==> config.mk <==
export PLATFORM = sky130hd
export DESIGN_NAME = exc_entry_ctrl
export DESIGN_NICKNAME = d
export VERILOG_FILES = /design/src/rtl/exc_entry_pkg.sv /design/src/rtl/exc_vector_sel.sv /design/src/rtl/exc_ret_addr.sv /design/src/rtl/exc_entry_ctrl.sv
export SDC_FILE = /design/constraint.sdc
export NUM_CORES = 1
export LEC_CHECK = 0
export ABC_AREA = 1
export BUFFER_PORTS_ARGS = -buffer_cell sky130_fd_sc_hd__buf_2
export CORE_MARGIN = 3
export CORE_UTILIZATION = 50
export DETAILED_ROUTE_END_ITERATION = 8
export PLACE_DENSITY = 0.84
export SLEW_MARGIN = 20
export SYNTH_ARGS = -nofsm -noshare
export SYNTH_HDL_FRONTEND = slang
export SYNTH_SLANG_ARGS = --single-unit
==> constraint.sdc <==
create_clock -name clk -period 1.05 [get_ports clk]
set_input_delay 0.21 -clock clk [delete_from_list [all_inputs] [get_ports clk]]
set_output_delay 0.21 -clock clk [all_outputs]
set_load 0.05 [all_outputs]
==> src/rtl/exc_entry_pkg.sv <==
package exc_entry_pkg;
    localparam int REG_W = 32;
    localparam int EC_W  = 5;

    typedef enum logic [1:0] {
        CLS_GENERAL = 2'd0,
        CLS_ERROR   = 2'd1,
        CLS_DEBUG   = 2'd2,
        CLS_NONE    = 2'd3
    } exc_class_e;

    typedef enum logic [1:0] {
        PATH_IDLE    = 2'd0,
        PATH_GENERAL = 2'd1,
        PATH_ERROR   = 2'd2,
        PATH_DEBUG   = 2'd3
    } entry_path_e;

    // status word bit positions
    localparam int ST_EXL  = 1;
    localparam int ST_ERL  = 2;
    localparam int ST_USER = 4;
    localparam int ST_NMI  = 19;
    localparam int ST_SRST = 20;
    localparam int ST_BEV  = 22;

    // cause word bit positions
    localparam int CA_EC_LO = 2;
    localparam int CA_IV    = 23;
    localparam int CA_CE_LO = 28;
    localparam int CA_BD    = 31;

    // cause codes with special handling
    localparam logic [EC_W-1:0] EC_INT  = 5'd0;
    localparam logic [EC_W-1:0] EC_TLBL = 5'd2;
    localparam logic [EC_W-1:0] EC_TLBS = 5'd3;
    localparam logic [EC_W-1:0] EC_CPU  = 5'd11;

    localparam logic [EC_W-1:0] DBG_SSTEP = 5'd0;
endpackage

==> src/rtl/exc_vector_sel.sv <==
module exc_vector_sel
    import exc_entry_pkg::*;
#(
    parameter int ADDR_W = 32
) (
    input  logic [EC_W-1:0]   code,
    input  logic              iv,
    input  logic              refill,
    input  logic              exl,
    input  logic              bev,
    input  logic [ADDR_W-1:0] vbase,
    output logic [ADDR_W-1:0] vector
);
    localparam int                VB_LOW    = 10;
    localparam logic [ADDR_W-1:0] BOOT_BASE = ADDR_W'(32'hBFC0_0200);
    localparam logic [ADDR_W-1:0] OFF_GEN   = ADDR_W'(12'h180);
    localparam logic [ADDR_W-1:0] OFF_INT   = ADDR_W'(12'h200);

    logic [ADDR_W-1:0] offset;
    logic [ADDR_W-1:0] base;

    always_comb begin
        offset = OFF_GEN;
        if (code == EC_INT && iv) begin
            offset = OFF_INT;
        end else if ((code == EC_TLBL || code == EC_TLBS) && refill && !exl) begin
            offset = '0;
        end
        base   = bev ? BOOT_BASE : {vbase[ADDR_W-1:VB_LOW], {VB_LOW{1'b0}}};
        vector = base + offset;
    end
endmodule

==> src/rtl/exc_ret_addr.sv <==
module exc_ret_addr #(
    parameter int ADDR_W = 32
) (
    input  logic [ADDR_W-1:0] pc,
    input  logic              in_dslot,
    input  logic              slot_exempt,
    output logic [ADDR_W-1:0] ret_addr
);
    localparam logic [ADDR_W-1:0] INSN_BYTES = ADDR_W'(4);

    // point back at the branch when the faulting instruction sits in its slot
    assign ret_addr = (in_dslot && !slot_exempt) ? (pc - INSN_BYTES) : pc;
endmodule

==> src/rtl/exc_entry_ctrl.sv <==
module exc_entry_ctrl
    import exc_entry_pkg::*;
#(
    parameter int ADDR_W     = 32,
    parameter int DBG_EVENTS = 6
) (
    input  logic                  clk,
    input  logic                  rst_n,
    input  logic                  req,
    input  logic [1:0]            req_class,
    input  logic [4:0]            req_sub,
    input  logic [ADDR_W-1:0]     pc,
    input  logic                  in_dslot,
    input  logic                  tlb_refill,
    input  logic [1:0]            cop_num,
    input  logic [31:0]           status_in,
    input  logic [31:0]           cause_in,
    input  logic [ADDR_W-1:0]     vbase_in,
    output logic [ADDR_W-1:0]     epc,
    output logic [ADDR_W-1:0]     err_pc,
    output logic [ADDR_W-1:0]     dbg_pc,
    output logic [31:0]           status_out,
    output logic [31:0]           cause_out,
    output logic [DBG_EVENTS-1:0] dbg_flags,
    output logic                  dbg_mode,
    output logic                  watch_clr,
    output logic [ADDR_W-1:0]     next_pc,
    output logic                  entry_strobe,
    output logic [1:0]            entry_path
);
    localparam logic [ADDR_W-1:0] RESET_VEC = ADDR_W'(32'hBFC0_0000);
    localparam logic [ADDR_W-1:0] DEBUG_VEC = ADDR_W'(32'hBFC0_0480);

    exc_class_e  cls;
    entry_path_e state_q, state_d;
    logic        exl, dbg_sub_ok, accept, single_step;
    logic [ADDR_W-1:0] gen_vec, ret_addr;

    logic [ADDR_W-1:0]     nx_epc, nx_err, nx_dpc, nx_np;
    logic [REG_W-1:0]      nx_st, nx_ca;
    logic [DBG_EVENTS-1:0] nx_fl;
    logic                  nx_dm, nx_wc;

    assign cls         = exc_class_e'(req_class);
    assign exl         = status_in[ST_EXL];
    assign dbg_sub_ok  = int'(req_sub) < DBG_EVENTS;
    assign single_step = (cls == CLS_DEBUG) && (req_sub == DBG_SSTEP);
    assign accept      = req && ((cls == CLS_GENERAL) || (cls == CLS_ERROR)
                                 || (cls == CLS_DEBUG && dbg_sub_ok));

    exc_vector_sel #(.ADDR_W(ADDR_W)) u_vec (
        .code   (req_sub),
        .iv     (cause_in[CA_IV]),
        .refill (tlb_refill),
        .exl    (exl),
        .bev    (status_in[ST_BEV]),
        .vbase  (vbase_in),
        .vector (gen_vec)
    );

    exc_ret_addr #(.ADDR_W(ADDR_W)) u_ret (
        .pc          (pc),
        .in_dslot    (in_dslot),
        .slot_exempt (single_step),
        .ret_addr    (ret_addr)
    );

    // next path state
    always_comb begin
        state_d = state_q;
        if (accept) begin
            unique case (cls)
                CLS_GENERAL: state_d = PATH_GENERAL;
                CLS_ERROR:   state_d = PATH_ERROR;
                CLS_DEBUG:   state_d = PATH_DEBUG;
                CLS_NONE:    state_d = state_q;
            endcase
        end
    end

    // next output values for each path
    always_comb begin
        nx_epc = epc;
        nx_err = err_pc;
        nx_dpc = dbg_pc;
        nx_st  = status_out;
        nx_ca  = cause_out;
        nx_fl  = dbg_flags;
        nx_dm  = dbg_mode;
        nx_np  = next_pc;
        nx_wc  = 1'b0;
        if (accept) begin
            nx_st = status_in;
            nx_ca = cause_in;
            unique case (cls)
                CLS_GENERAL: begin
                    if (!exl) begin
                        nx_epc          = ret_addr;
                        nx_ca[CA_BD]    = in_dslot;
                        nx_st[ST_EXL]   = 1'b1;
                        nx_st[ST_USER]  = 1'b0;
                    end
                    if (req_sub == EC_CPU) begin
                        nx_ca[CA_CE_LO +: 2] = cop_num;
                    end
                    nx_ca[CA_EC_LO +: EC_W] = req_sub;
                    nx_np = gen_vec;
                end
                CLS_ERROR: begin
                    nx_err         = ret_addr;
                    nx_st[ST_ERL]  = 1'b1;
                    nx_st[ST_BEV]  = 1'b1;
                    nx_st[ST_USER] = 1'b0;
                    if (req_sub[0]) begin
                        nx_st[ST_SRST] = 1'b1;
                        nx_wc          = 1'b1;
                    end else begin
                        nx_st[ST_NMI]  = 1'b1;
                    end
                    if (!exl) nx_ca[CA_BD] = 1'b0;
                    nx_np = RESET_VEC;
                end
                CLS_DEBUG: begin
                    nx_dpc = ret_addr;
                    nx_fl  = dbg_flags | (DBG_EVENTS'(1) << req_sub);
                    nx_dm  = 1'b1;
                    if (!exl) nx_ca[CA_BD] = 1'b0;
                    nx_np = DEBUG_VEC;
                end
                CLS_NONE: begin
                    nx_st = status_out;
                    nx_ca = cause_out;
                end
            endcase
        end
    end

    // state register
    always_ff @(posedge clk or negedge rst_n) begin
        if (!rst_n) state_q <= PATH_IDLE;
        else        state_q <= state_d;
    end

    // output registers
    always_ff @(posedge clk or negedge rst_n) begin
        if (!rst_n) begin
            epc          <= '0;
            err_pc       <= '0;
            dbg_pc       <= '0;
            status_out   <= '0;
            cause_out    <= '0;
            dbg_flags    <= '0;
            dbg_mode     <= 1'b0;
            watch_clr    <= 1'b0;
            next_pc      <= RESET_VEC;
            entry_strobe <= 1'b0;
        end else begin
            epc          <= nx_epc;
            err_pc       <= nx_err;
            dbg_pc       <= nx_dpc;
            status_out   <= nx_st;
            cause_out    <= nx_ca;
            dbg_flags    <= nx_fl;
            dbg_mode     <= nx_dm;
            watch_clr    <= nx_wc;
            next_pc      <= nx_np;
            entry_strobe <= accept;
        end
    end

    assign entry_path = state_q;
endmodule

==> results.yml, run 1 <==
outcome:
  outcome: "aborted with a tool error"
  haltStage: "5_1_grt"
  firstError: "[ERROR DPL-0038] Utilization greater than 100%, impossible to legalize"
floorplan:
  fp-row-count: 49
  ioPinCount: 345
  die_height_um: 143
  die_w_um: 143
  start_util_pct: 51.4
clock_tree:
  htree_levels: 4
  cts_made_buffers: 17
  cts.sinks: 196
  clockBufferDepth: 2
  ctsRootBufferMaster: "clkbuf_16"
synthesis:
  synth-xor-area-share_pct: 1.82
  synth_compound_area_share_pct: 4.16
  synth_ff_type: "dfrtp_1"
  ys_ff_latch: 196
  synth_top_family_by_area: "simple AND/OR/NAND/NOR gates"
  synth_cells: 1182
  ys_types: 44
  syn_avg_cell_area_um2: 7.89
  yosys_warnings: 0
  muxShareOfSynthArea_pct: 0.107
  ys_seq_area_share_pct: 52.7
  syn-cell-area_mm2: 0.00933
  yosys.area_share.adder_pct: 0.939
  async_reset_ff_share_pct: 100
  synth_edf_count: 0
  synth_simple_gate_area_share_pct: 33.8
placement:
  place_inst: 1852
  gp_congestion: 0.955
  dp_slack_ns: -0.935
  hpwl_um: 23600
  io_buffers: 327
timing:
  endpoint_type: "sequential cell input"
  crit_endpoint: "next_pc[31]$_DFFE_PN1P_/D"
global_routing:
  grt_max_degree: 55
synth_stat cells (all sizes together) (2+ instances only):
cell    count  area (µm²)
a21oi       6        30.0
o21a        2        15.0
nor2       93         444
xnor2       5        43.8
o21bai      3        22.5
dfrtp     187        4680
ha          7        87.6
o21ai      48         240
inv        84         318
nand3      62         320
and2        2        12.5
or2         8        50.1
nor3        7        40.0
xor2       11         126
o31ai       3        22.5
dfstp       9         236
nand2     566        2140
a31o        3        26.3
buf        41         253
nand3b      4        30.0
nand4      17         113
clkbuf      7        26.3
timing repair:
item / CTS
buffers inserted: 70
endpoints found under the setup margin: 386
gates cloned: 4
pin swaps: 73
hold buffers: 46
hold endpoints to repair: 232
resized for setup: 544
stage by stage:
stage	util, %	area [µm²]	setup TNS [ns]
after CTS	88.2	16000	-44.29
after global placement	69.4	12600	-109.10
after detailed placement	69.4	12600	-116.98
after floorplan	-	9740	-34.91
logic make-up after synthesis:
| kind of cell | Yosys count |
|---|---|
| AO/OA/AOI/OAI | 69 |
| XOR/XNOR | 16 |
| adder cells (fa/ha/maj) | 7 |
| buffers and inverters | 132 |
| flip-flops | 196 |
| multiplexers | 1 |
| other | 1 |
| AND/OR/NAND/NOR | 760 |
==> inputs of run 2 (changes only) <==
Settings changed: CORE_UTILIZATION 50 to 40, PLACE_DENSITY 0.84 to not set, PLACE_DENSITY_LB_ADDON set to 0.15.
==> run 2 against run 1 <==
Effect of this change:
- the flow now finishes, with violations (setup timing)
- synthesized cell count unchanged
- synthesized area did not move
==> results.yml, run 2 <==
placement:
  dp_slack_ns: -0.926
  hpwl_um: 22900
  gp_congestion: 0.880
  io_buffers: 327
power_and_ir_drop:
  p_sw_share_pct: 41.5
  p_seq_share_pct: 33.2
  intPower_mw: 17.8
  p_comb_share_pct: 44.5
  p_sw_mw: 12.7
  irDropWorstVdd_uv: 1140
  p_leak_nw: 9.18
  p_clk_share_pct: 22.3
  powerDensity_mw_per_mm2: 1730
routing:
  drt_wl_total_um: 39000
  wl_met3_um: 2460
  wl_met1_um: 15600
  wire_per_inst_um: 17.9
  drc: 0
  ant_nets: 0
  routed.top_layer: "met5"
  dr_total_vias: 10700
  dr.pass1.iters: 5
  dr_wl_met2_um: 19600
  vias_per_cell: 4.94
  drtIter0Drc: 768
clock_tree:
  clk_latency_ns: 0.43
  cts_made_buffers: 17
  htree_levels: 4
  clockBufferDepth: 2
  cts_tree: "built"
  ctsRootBufferMaster: "clkbuf_16"
  clk_pin_slew_worst_paths_ns: 0.08
  cts.sinks: 196
floorplan:
  die_w_um: 159
  ioPinCount: 345
  dieArea_mm2: 0.0252
  die_height_um: 159
  fp-row-count: 55
  start_util_pct: 41.0
  core-area_mm2: 0.0228
run:
  cap_violations: 0
synthesis:
  netlist_top_cells_count: "nand2_1 (562), dfrtp_1 (187), inv_1 (75), nor2_1 (75), nand3_1 (60)"
  synth_cells: 1182
  syn_avg_cell_area_um2: 7.89
  ys_seq_area_share_pct: 52.7
  syn-cell-area_mm2: 0.00933
  synthTopCellsByArea: "dfrtp_1 (50%), nand2_1 (23%), nand3_1 (3.2%)"
  synth_edf_count: 0
  ys_ff_latch: 196
  yosysTopAreaCellShare_pct: 50.2
  async_reset_ff_share_pct: 100
  synth_ff_type: "dfrtp_1"
  yosys_warnings: 0
  synth.most_common_cell: "nand2_1"
  ys_types: 44
  synth_top_area_cell: "dfrtp_1"
setup_path:
  reg2reg_to: "err_pc[1]"
  arrival_ns: 1.85
  r2r_cells: 3
  cpMaxStageDelayCell: "nor3_4"
  path_max_fanout: 4
  path_buf_inv: 3
  rrSetupSlack_ns: 0.11
  worst_path_dominant_cell_family: "simple AND/OR/NAND/NOR gates"
  cp_cell_sequence: "buf_8 -> nor2_4 -> nand2_2 -> inv_2 -> nand2_4 -> nor2_4 -> ha_4 -> nand2_4 -> nor2_4 -> nand2_4 -> nor3_4 -> nand2_1 -> nand2_1 -> nand3_1 -> o21ai_1 -> inv_1"
  r2r_start: "err_pc[1]"
  crit_path_start_kind: "input port"
  cp.required_ns: 1.42
  crit_type: "in -> reg"
  cpPeakStageDelay_ns: 0.22
  end_kind: "flip-flop"
final_layout:
  area_growth_pct: 89.6
  drive_gt1_share_pct: 49.2
  layout_commonest_cell: "nand2_1"
  fin_util_pct: 77.6
  finalNetCount: 1993
  mostFrequentLayoutCells: "nand2_1 (458), buf_4 (239), buf_6 (226)"
min_path:
  hold_end: "status_out[8]"
  min-delay-start: "status_in[8]"
  hold_class: "in -> reg"
  worstHoldPathCells: 3
timing:
  rsz0062_at_grt: "true"
  timing.final.crit_period_ns: 1.48
  setup_viol_count_final: 380
  setup_ws_ns: -0.427
  fmax_mhz: 677
  drv_slew: 0
  clock_skew_ns: 0
  finalHoldViolations: 0
  finalCritPeriodShare_pct: 141
global_routing:
  grt_max_degree: 61
  grt-ovfl-total: 0
  grt_pass1_wl_um: 55500
  grt_pass1_vias: 10400
  grt.total_usage_pct: 27.3
  antenna_found_initial: 5
outcome:
  violations: "setup timing"
  outcome: "finished, violations left"
## run 2: cell counts after synthesis
No cell type changed its count.
## run 2: per-stage QoR
stage | setup TNS [ns] | cells | power [mW] | hold WS [ns] | area (µm²)
floorplan | -34.91 | 1188 | 16.4 | -0.0856 | 9740
global placement | -116.04 | 1932 | 19.2 | 0.268 | 12700
detailed placement | -121.01 | 1932 | 19.3 | 0.261 | 12700
CTS | -47.19 | 2090 | 28.9 | 0.000649 | 16100
global route | -74.61 | 2174 | 31.6 | 0.0248 | 17700
finish | -57.40 | 2174 | 30.5 | 0.0158 | 17700
## run 2: final cells by class
cell class                      count  area, µm²
Timing Repair Buffer              685       6470
Fill cell                        1456       5100
Sequential cell                   196       4920
Multi-Input combinational cell    860       4870
Clock buffer                       18        439
Inverter                           84        419
Tap cell                          313        392
Clock inverter                     14        166
Antenna cell                        4       10.0
## run 2: per-layer routing
layer	GRT usage [%]	vias up
met5	0	-
met4	8.87	2
met3	4.98	90
met2	46.0	494
met1	35.9	5166
li1	-	4986
## run 2: kinds of logic after synthesis
group / after synthesis / share of synthesized area (%)
compound gates: 69 / 4.16
xor+xnor: 16 / 1.82
fa+ha+maj: 7 / 0.939
buf+inv: 132 / 6.40
flops: 196 / 52.7
mux: 1 / 0.107
other cells: 1 / 0.0402
simple gates: 760 / 33.8
## run 2: worst max-delay path by stage
| stage | from | to | slack, ns | cells past startpoint |
|---|---|---|---|---|
| finish | req_sub[0] | next_pc[22] | -0.43 | 16 |
| global route | req_sub[0] | next_pc[31] | -0.52 | 18 |
| CTS | req_sub[4] | next_pc[25] | -0.45 | 18 |
| detailed placement | req_sub[0] | next_pc[25] | -0.93 | 18 |
| global placement | req_sub[0] | next_pc[31] | -0.88 | 18 |
| floorplan | req_sub[0] | next_pc[25] | -0.60 | 17 |
## run 2: what timing repair did
item	in CTS	in global routing
gates resized for setup	489	251
pin swaps	53	74
setup endpoints to repair	387	386
endpoints found under the hold margin	233	0
buffers inserted	87	78
gates cloned	6	11
hold buffers	47	0
## run 2: power groups by stage
| stage | logic [mW] | registers [mW] | clock network, mW |
|---|---|---|---|
| 4_1_cts | 12.0 | 9.95 | 6.86 |
| 3_3_place_gp | 9.49 | 9.74 | 0 |
| 2_1_floorplan | 1.83 | 14.5 | 0 |
| 6_report | 13.6 | 10.1 | 6.79 |
| 5_1_grt | 14.2 | 10.3 | 7.22 |
| 3_5_place_dp | 9.56 | 9.76 | 0 |
## run 2: worst reg2reg max path: stages (launching register included)
cell     delay (ns)
dfrtp_1        0.40
buf_4          0.14
nand2_1        0.09
o21ai_0        0.15
(Power assumes the default switching activity.)
==> inputs of run 3 (changes only) <==
Clock period 1.05 ns to 1.8 ns, I/O delays scaled along.
==> run 3 against run 2 <==
Effect of this change:
- the run now ends clean
- worst setup slack improved by 0.57 ns
- sequential cell count unchanged
- sequential share of layout area rose by 12 points
- power down 52%
- worst hold slack improved by 0.11 ns
- non-clock buffer count fell by 286
- critical endpoint unchanged
==> results.yml, run 3 (synthesized netlist as in run 2, its figures left out) <==
routing:
  dr_total_vias: 8815
  dr.pass1.iters: 4
  drt_wl_total_um: 29200
  wire_per_inst_um: 15.5
  drc: 0
  vias_per_cell: 4.68
  drtIter0Drc: 556
  ant_nets: 0
placement:
  hpwl_um: 21800
  gp_congestion: 0.925
  io_buffers: 327
  placed_cell_area_mm2: 0.0119
setup_path:
  path_max_fanout: 4
  rrSetupSlack_ns: 1.00
  crit_path_start_kind: "input port"
  crit_type: "in -> reg"
  arrival_ns: 2.02
  cp.required_ns: 2.17
  r2r_start: "next_pc[26]"
  reg2reg_to: "next_pc[26]"
  r2r_cells: 3
  end_kind: "flip-flop"
timing:
  drv_slew: 0
  finalCritPeriodShare_pct: 92.0
  timing.final.crit_period_ns: 1.66
  setup_viol_count_final: 0
  hold_ws_ns: 0.122
  clock_skew_ns: 0
  finalHoldViolations: 0
  fmax_mhz: 604
final_layout:
  area_growth_pct: 33.7
  drive_gt1_share_pct: 31.1
  finalInstanceArea_mm2: 0.0125
  layout_commonest_cell: "nand2_1"
  mostFrequentLayoutCells: "nand2_1 (561), buf_2 (326), dfrtp_1 (187)"
  multi_input_area_mm2: 0.00389
  n_fill_cell: 2214
  regArea_mm2: 0.00492
  finalNetCount: 1707
clock_tree:
  clk_latency_ns: 0.42
  clk_pin_slew_worst_paths_ns: 0.08
  clockBufferDepth: 2
  cts_made_buffers: 17
  cts.sinks: 196
  cts_tree: "built"
  ctsRootBufferMaster: "clkbuf_16"
  htree_levels: 4
floorplan:
  dieArea_mm2: 0.0252
  die_height_um: 159
  core-area_mm2: 0.0228
  fp-row-count: 55
  die_w_um: 159
  ioPinCount: 345
  start_util_pct: 41.0
min_path:
  worstHoldPathCells: 3
  hold_class: "in -> reg"
  min-delay-start: "status_in[24]"
  hold_end: "status_out[24]"
power_and_ir_drop:
  irDropWorstVdd_uv: 738
  p_leak_nw: 7.00
  powerDensity_mw_per_mm2: 1180
outcome:
  outcome: "completed"
run:
  cap_violations: 0
global_routing:
  grt_pass1_vias: 8725
  antenna_found_initial: 4
  grt.total_usage_pct: 23.1
  grt-ovfl-total: 0
  grt_max_degree: 54
  grt_pass1_wl_um: 47100
==> run 3: cell types whose count changed in the layout (fill, tap and decap cells not counted), sizes merged <==
cell	change
buf	-230
dlygate4sd3	-46
clkbuf	-9
diode	-3
bufbuf	-1
bufinv	-1
==> run 3: metal layers <==
layer / GRT usage, % / part of all wire [%]
met1: 30.4 / 43
met2: 37.7 / 47
met3: 6.42 / 7.7
met4: 6.21 / 1.8
met5: 0 / 0.082
==> run 3: area by class of cell <==
type / instances / area share [%]
Clock inverter: 13 / 0.953
Sequential cell: 196 / 39.4
Inverter: 84 / 2.55
Antenna cell: 1 / 0.0201
Timing Repair Buffer: 399 / 19.2
Multi-Input combinational cell: 860 / 31.2
Tap cell: 313 / 3.14
Clock buffer: 18 / 3.52
==> run 3: stage by stage <==
step,std cells,total power [mW],setup TNS (ns),utilization (%),setup slack [ns]
after detailed placement,1848,11.1,-6.92,52.0,-0.322
after global placement,1848,11.1,-4.16,52.0,-0.252
after CTS,1880,14.9,0,54.5,0.123
after floorplan,1188,9.50,0,-,0.00156
final,1884,14.7,0,54.7,0.144
after global routing,1884,15.4,-0.00688,54.7,-0.00688
==> run 3: worst max-delay path, stage by stage <==
cell	delay, ns
buf_2	0.12
nor2_4	0.10
nand2_1	0.07
inv_2	0.07
nand2_4	0.05
nor2_4	0.15
ha_4	0.14
nand2_1	0.05
nor2_2	0.10
nand2_2	0.10
buf_4	0.15
nor3_4	0.22
nand2_1	0.08
nand2_1	0.06
nand3_1	0.07
o21ai_1	0.07
inv_1	0.05
==> run 3: timing repair <==
action | 4_1_cts | 5_1_grt
buffers inserted | 0 | 3
endpoints found under the hold margin | 22 | 0
hold buffers | 1 | 0
gates resized for setup | 0 | 8
endpoints found under the setup margin | 0 | 4
==> run 3: worst max-delay path by stage <==
stage | startpoint | cells after the start | to
3_5_place_dp | req_sub[0] | 16 | next_pc[23]
4_1_cts | req_sub[0] | 16 | next_pc[23]
6_report | req_sub[0] | 17 | next_pc[22]
2_1_floorplan | req_sub[0] | 17 | next_pc[25]
3_3_place_gp | req_sub[0] | 18 | next_pc[25]
5_1_grt | req_sub[0] | 17 | next_pc[26]
==> run 3: where the power goes <==
group          leakage (nW)  switching [mW]  internal, mW
sequential             2.45           0.406          5.20
clock                 0.275            1.81          1.86
combinational          4.28            4.22          1.20
total                  7.00            6.44          8.26
